## config.mk

```make
export PLATFORM = sky130hd
export DESIGN_NAME = gpio_debounce
export DESIGN_NICKNAME = d
export VERILOG_FILES = /design/src/rtl/gpio_debounce.sv
export SDC_FILE = /design/constraint.sdc
export NUM_CORES = 1
export LEC_CHECK = 0
export BUFFER_PORTS_ARGS = -buffer_cell sky130_fd_sc_hd__buf_2
export CAP_MARGIN = 40
export CORE_ASPECT_RATIO = 1.5
export CORE_MARGIN = 3
export CORE_UTILIZATION = 55
export CTS_BUF_LIST = sky130_fd_sc_hd__clkbuf_4 sky130_fd_sc_hd__clkbuf_8
export DETAILED_ROUTE_END_ITERATION = 10
export GPL_TIMING_DRIVEN = 0
export HOLD_SLACK_MARGIN = 0.03
export PLACE_DENSITY_LB_ADDON = 0.1
export RECOVER_POWER = 100
export SKIP_CTS_REPAIR_TIMING = 1
export SYNTH_ARGS = -nofsm -noshare
export SYNTH_HDL_FRONTEND = slang
export SYNTH_SLANG_ARGS = --single-unit
```

## constraint.sdc

```tcl
create_clock -name clk -period 5 [get_ports clk]
set_clock_uncertainty 0.1 [all_clocks]
set_input_delay 0 -clock clk [delete_from_list [all_inputs] [get_ports clk]]
set_output_delay 0 -clock clk [all_outputs]
set_load 0.02 [all_outputs]
```

## src/rtl/gpio_debounce.sv

```systemverilog
module gpio_debounce #(
  parameter int CNT_W   = 4,
  parameter int DIV_SF  = 2,
  parameter int DIV_SC  = 8,
  parameter int DIV_LF  = 512,
  parameter int DIV_LC  = 2048
) (
  input  logic             clk,
  input  logic             rst_n,
  input  logic             slow_clk,
  input  logic             pad_in,
  input  logic [CNT_W-1:0] cfg_count,
  input  logic             cfg_unit,
  input  logic             cfg_large,
  input  logic [1:0]       cfg_mode,
  output logic             level_out
);
  localparam int MAX_A = (DIV_SF > DIV_SC) ? DIV_SF : DIV_SC;
  localparam int MAX_B = (DIV_LF > DIV_LC) ? DIV_LF : DIV_LC;
  localparam int MAX_D = (MAX_A > MAX_B) ? MAX_A : MAX_B;
  localparam int PRE_W = (MAX_D > 2) ? $clog2(MAX_D) : 1;
  localparam int CFG_W = CNT_W + 4;

  logic [1:0]       pad_sync, slow_sync;
  logic             slow_d;
  logic             level_q;
  logic [PRE_W-1:0] pre_q, div_m1;
  logic [CNT_W-1:0] cnt_q;
  logic [CFG_W-1:0] cfg_q;

  wire pad_s      = pad_sync[1];
  wire slow_pulse = slow_sync[1] & ~slow_d;
  wire [CFG_W-1:0] cfg_now = {cfg_count, cfg_unit, cfg_large, cfg_mode};
  wire cfg_chg    = cfg_now != cfg_q;
  wire bypass     = (cfg_mode == 2'd0) || (cfg_count == '0);
  wire pending    = pad_s != level_q;
  wire fast       = (cfg_mode == 2'd1 && !pad_s) || (cfg_mode == 2'd2 && pad_s);
  wire tick       = slow_pulse && (pre_q == div_m1);
  wire expire     = tick && (cnt_q == cfg_count - 1'b1);

  always_comb begin
    case ({cfg_large, cfg_unit})
      2'b00:   div_m1 = PRE_W'(DIV_SF - 1);
      2'b01:   div_m1 = PRE_W'(DIV_SC - 1);
      2'b10:   div_m1 = PRE_W'(DIV_LF - 1);
      default: div_m1 = PRE_W'(DIV_LC - 1);
    endcase
  end

  always_ff @(posedge clk or negedge rst_n) begin
    if (!rst_n) begin
      pad_sync  <= '0;
      slow_sync <= '0;
      slow_d    <= 1'b0;
      cfg_q     <= '0;
    end else begin
      pad_sync  <= {pad_sync[0], pad_in};
      slow_sync <= {slow_sync[0], slow_clk};
      slow_d    <= slow_sync[1];
      cfg_q     <= cfg_now;
    end
  end

  always_ff @(posedge clk or negedge rst_n) begin
    if (!rst_n) begin
      level_q <= 1'b0;
      pre_q   <= '0;
      cnt_q   <= '0;
    end else if (cfg_chg || bypass || !pending || fast) begin
      level_q <= pad_s;
      pre_q   <= '0;
      cnt_q   <= '0;
    end else if (slow_pulse) begin
      if (!tick) begin
        pre_q <= pre_q + 1'b1;
      end else begin
        pre_q <= '0;
        if (expire) begin
          level_q <= pad_s;
          cnt_q   <= '0;
        end else begin
          cnt_q <= cnt_q + 1'b1;
        end
      end
    end
  end

  assign level_out = level_q;
endmodule

```

==> results of run 1 <==
flip-flops by register name, summed over array words and instances (netlist names):
register   count
cnt_q          4
slow_sync      2
level_out      1
slow_d         1
pad_sync       2
pre_q         11
cfg_q          8
cell type report:
type	count	area, um^2	share of cell area [%]
well taps	36	45.0	2.53
repair buffers	23	158	8.85
plain buffers	4	15.0	0.843
clock inverters	1	5.00	0.281
flip-flops and latches	29	726	40.8
clock buffers	7	65.1	3.65
inverters	4	15.0	0.843
multi-input cells	112	752	42.2
placed cells by master, fill, tap and decap left out, types with 3 or more instances in the layout:
cell           synthesis  final
inv_1                  4      4
xnor2_1               20     20
ha_1                   4      4
nor2b_1                5      5
a21oi_1               10     10
nand3_1                9      9
nor2_1                19     19
clkbuf_4               0      5
a211oi_1               3      3
nor3_1                 3      3
clkbuf_1               2     14
nand2_1                5      5
dlygate4sd3_1          0     11
dfrtp_1               29     29
report_power, final:
group	leakage, nW	internal (mW)	switching, mW
clock network	0.0413	0.0813	0.0840
registers	0.373	0.240	0.00312
logic	0.278	0.0186	0.0225
total	0.692	0.340	0.110
routing by layer:
layer	track usage, %	wire length (um)	vias to the layer above
li1	-	-	581
met1	22.0	1260	579
met2	32.4	1670	46
met3	5.89	139	13
met4	14.9	114	0
met5	0	0	-
through the flow:
stage | cells | utilization, %
final | 216 | 69.6
after global routing | 216 | 69.6
after CTS | 205 | 66.6
after detailed placement | 197 | 63.9
after global placement | 197 | 63.9
after floorplan | 149 | -
logic make-up after synthesis:
kind of cell             after synthesis  synth area share (%)
XOR/XNOR                              22                  12.6
flip-flops                            29                  47.4
multiplexers                           1                 0.736
adder cells (fa/ha/maj)                4                  3.27
AND/OR/NAND/NOR                       59                  20.4
AO/OA/AOI/OAI                         26                  12.6
buffers and inverters                  8                  2.94
how the worst min path moves through the flow:
stage | startpoint | end | slack [ns] | cells after the start
3_3_place_gp | rst_n | cfg_q[1]$_DFF_PN0_ | -0.05 | 1
3_5_place_dp | rst_n | cfg_q[1]$_DFF_PN0_ | -0.04 | 1
2_1_floorplan | rst_n | cfg_q[0]$_DFF_PN0_ | -0.40 | 0
4_1_cts | rst_n | pad_sync[0]$_DFF_PN0_ | -0.41 | 1
6_report | slow_clk | slow_sync[0]$_DFF_PN0_ | 0.20 | 2
5_1_grt | slow_clk | slow_sync[0]$_DFF_PN0_ | 0.18 | 2
cell usage after synthesis, types with 2 or more instances:
| library cell | number |
|---|---|
| clkbuf_1 | 2 |
| buf_6 | 2 |
| dfrtp_1 | 29 |
| o211ai_1 | 2 |
| xor2_1 | 2 |
| nor4_1 | 2 |
| o21ai_0 | 2 |
| a21oi_1 | 10 |
| ha_1 | 4 |
| nand3b_1 | 2 |
| nor2b_1 | 5 |
| nand4_1 | 2 |
| xnor2_1 | 20 |
| nor3_1 | 3 |
| nand2_1 | 5 |
| a211oi_1 | 3 |
| inv_1 | 4 |
| or3_1 | 2 |
| and3_1 | 2 |
| nand3_1 | 9 |
| nor2_1 | 19 |
| or4_1 | 2 |
==> out/metrics.cfg, run 1 <==
[critical_path]
cpPeakStageDelay_ns = 0.59
critPathLaunch = cfg_count[0]
path_max_fanout = 9
crit_chain = dlygate4sd3_1, clkbuf_1, inv_1, ha_1, or3_1, a211o_1, a2111oi_4, nand2b_2, clkbuf_1, nand2b_1, clkbuf_1, nor2_1
end_kind = register
cp_num_buf_inv = 5
worst-setup-path-type = in2reg
crit_path_top_delay_cell = a2111oi_4
r2r_start = cfg_q[7]$_DFF_PN0_
crit_family = buffers and inverters
start_kind = primary input
reg2reg_to = pre_q[9]$_DFFE_PN0P_
crit_top_cell = clkbuf_1
critical_path.endpoint = pre_q[9]$_DFFE_PN0P_
path_depth = 12
arrival_ns = 3.25
cp.required_ns = 5.17
reg2regPathDepth = 8
reg2reg_slack_ns = 2.22

[synth]
yosysWarnings = 0
netlist_top_cells_area = dfrtp_1, xnor2_1, nor2_1
synthArstFlopShare_pct = 100
synth.top_cell.area_share_pct = 47.4
yosysUniqueCellTypes = 38
yosysSeqAreaShare_pct = 47.4
synth-edff-count = 0
ys_ff_latch = 29
syn_area_um2 = 1530
synth_cells = 149
yosysTopAreaCell = dfrtp_1
ys.flop_type = dfrtp_1
synth_fp_nets = 165
avgSynthCellArea_um2 = 10.3

[clocking]
clkLatencyLatePin_ns = 0.34
clockRootBuffer = clkbuf_4
cts_buffers = 5
cts_tree = done
clkSlewWorstSetupHoldPaths_ns = 0.10
cts.htree.levels = 2
clk_path_buf_depth = 2
cts_sinks = 29

[global_route]
overflow = 0
antenna_found_initial = 0
grt_max_degree = 30
grt_pass1_wl_um = 5200
grt_pass1_vias = 1178
grt_util_all_layers_pct = 20.1

[sta]
maxSlewHeadroom_pct = -3.91
finalHoldViolCount = 0
setup_tns_ns = 0
whs_ns = 0.199
max_clock_freq_mhz = 324
finalMaxSlewViolations = 30
setup_viol = 0
grt_setup_unrepaired = no
fin_crit_ns = 3.08
worstMarginPinSlew_ns = 1.56
fin_crit_sh_pct = 61.7
layout_setup_ws_ns = 1.92

[routing]
dr.pass1.iters = 7
ant_nets = 0
remaining_drc_errors = 0
via_count = 1219
drt_iter0_markers = 24
wl_per_cell_um = 14.8
drt-total-wl_um = 3190
vias_per_cell = 5.64

[die]
dieWidth_um = 49.1
row_count = 22
ios = 13
start_util_pct = 59.8
dieArea_um2 = 3460
die_y_um = 70.6
coreArea_um2 = 2560

[power]
peakVddDrop_mv = 0.246
power.leakage_nw = 0.692
totalPowerFinal_uw = 450
powerDensity_nw_per_um2 = 253

[final_layout]
syn_to_final_growth_pct = 16.4
finalInstanceArea_um2 = 1780
diodes = 0
nets = 195
nFillCells = 215
drive_gt1_share_pct = 7.78

[placement]
port_buffers = 12
place_ws_ns = 2.43
gp_congestion = 0.887
placed_area_um2 = 1640
post-dp-hpwl_um = 2130

[outcome]
outcome = complete, but fails checks
violations = capacitance limit, slew limit

[min_path]
holdCritPathClass = in2reg

[flow_run]
drv_cap = 1

Power figures use the tool's default switching activity.
==> inputs of run 2 (changes only) <==
clock period = 3 ns   (was 5 ns; I/O delays follow)
==> run 2 against run 1 <==
  * The run still ends with capacitance limit, slew limit left
  * Power up 66%
  * Sequential share of layout area down 0.37 points
  * Core utilization up 0.64 points
  * Cell count unchanged
  * Clock power up 66%
  * Clock-buffer cell count unchanged
  * Setup slack worse by 1.8 ns
  * Routed wire length down 0.41%
  * Largest power group unchanged
  * Final area up 0.91%
  * Non-clock buffer count unchanged
  * Largest cell class unchanged
  * Worst hold slack about the same
  * Critical path type unchanged
  * Die area unchanged
==> out/metrics.cfg, run 2 (synthesis results as in run 1) <==
[global_route]
grt.busiest_layer = met2
grt.met1_usage_pct = 22.0
grtUsageMet3_pct = 5.89
grt_use_met2_pct = 32.4
overflow = 0
grt_pass1_vias = 1178
antenna_found_initial = 0
grt_max_degree = 30
grt_pass1_wl_um = 5200
grt_util_all_layers_pct = 20.1

[die]
dieWidth_um = 49.1
coreArea_um2 = 2560
dieArea_um2 = 3460
start_util_pct = 59.8
ios = 13
die_y_um = 70.6
row_count = 22

[critical_path]
start_kind = primary input
cpPeakStageDelay_ns = 0.60
cp_num_buf_inv = 4
arrival_ns = 2.99
crit_family = buffers and inverters
worst-setup-path-type = in2reg
crit_path_top_delay_cell = a2111oi_4
path_max_fanout = 9
end_kind = register
cp.required_ns = 3.12
crit_chain = dlygate4sd3_1, clkbuf_1, inv_1, ha_1, or3_1, a211o_1, a2111oi_4, nand2b_2, buf_6, nor2_1, mux2_1

[power]
peakVddDrop_mv = 0.411
power.leakage_nw = 0.705
powerDensity_nw_per_um2 = 416
totalPowerFinal_uw = 748

[clocking]
cts_buffers = 5
cts_tree = done
clkLatencyLatePin_ns = 0.34
clockRootBuffer = clkbuf_4
clk_path_buf_depth = 2
cts.htree.levels = 2
clkSlewWorstSetupHoldPaths_ns = 0.10
cts_sinks = 29

[sta]
layout_setup_ws_ns = 0.122
fin_crit_ns = 2.88
fin_crit_sh_pct = 95.9
setup_tns_ns = 0
finalHoldViolCount = 0
finalMaxSlewViolations = 30
grt_setup_unrepaired = no
worstMarginPinSlew_ns = 1.55
whs_ns = 0.199
max_clock_freq_mhz = 347
setup_viol = 0
maxSlewHeadroom_pct = -3.24

[final_layout]
syn_to_final_growth_pct = 17.4
diodes = 0
nFillCells = 212
final_common_cell = dfrtp_1
reg_top3 = pre_q (11), cfg_q (8), cnt_q (4)
fin_util_pct = 70.2
stdcell_count = 216
final_cell_mix = dfrtp_1, xnor2_1, nor2_1, clkbuf_1, dlygate4sd3_1
largest_reg_flops = 11
nets = 195
drive_gt1_share_pct = 9.44
finalInstanceArea_um2 = 1800
largest_register = pre_q

[min_path]
holdCritPathClass = in2reg

[placement]
placed_area_um2 = 1640
place_ws_ns = 0.425
post-dp-hpwl_um = 2130
place_inst = 197
port_buffers = 12
gp_congestion = 0.887

[outcome]
violations = capacitance limit, slew limit
outcome = complete, but fails checks

[routing]
dr.pass1.iters = 4
via_count = 1230
drt-total-wl_um = 3170
ant_nets = 0
vias_per_cell = 5.69
wl_per_cell_um = 14.7
drt_iter0_markers = 22
remaining_drc_errors = 0

[flow_run]
drv_cap = 1

[run 2: worst paths after layout]
kind	start	endpoint	slack, ns	cells past startpoint
setup / recovery	cfg_count[1]	level_out$_DFFE_PN0P_	0.12	11
hold / removal	slow_clk	slow_sync[0]$_DFF_PN0_	0.20	2
setup reg to reg	cfg_q[7]$_DFF_PN0_	level_out$_DFFE_PN0P_	0.34	7
hold reg to reg	slow_sync[0]$_DFF_PN0_	slow_sync[1]$_DFF_PN0_	0.26	0
max in group asynchronous	rst_n	pre_q[7]$_DFFE_PN0P_	1.43	2
min in group asynchronous	rst_n	cfg_q[2]$_DFF_PN0_	0.47	2
[run 2: power breakdown]
part           switching (mW)  total [mW]  leakage [nW]  internal, mW
sequential            0.00524       0.405         0.373         0.400
combinational          0.0375      0.0689         0.291        0.0313
clock                   0.138       0.274        0.0413         0.136
[run 2: area by class of cell]
cell class / count / area [um^2] / share of cell area [%]
clock inverter: 1 / 5.00 / 0.279
tap: 36 / 45.0 / 2.51
buffer: 4 / 30.0 / 1.67
timing repair buffer: 23 / 159 / 8.84
clock buffer: 7 / 65.1 / 3.62
sequential: 29 / 726 / 40.4
multi-input combinational: 112 / 752 / 41.9
inverter: 4 / 15.0 / 0.836
[run 2: routing by layer]
layer	wire [um]	up-vias
li1	-	585
met1	1210	584
met2	1710	51
met3	164	10
met4	92	0
met5	0	-
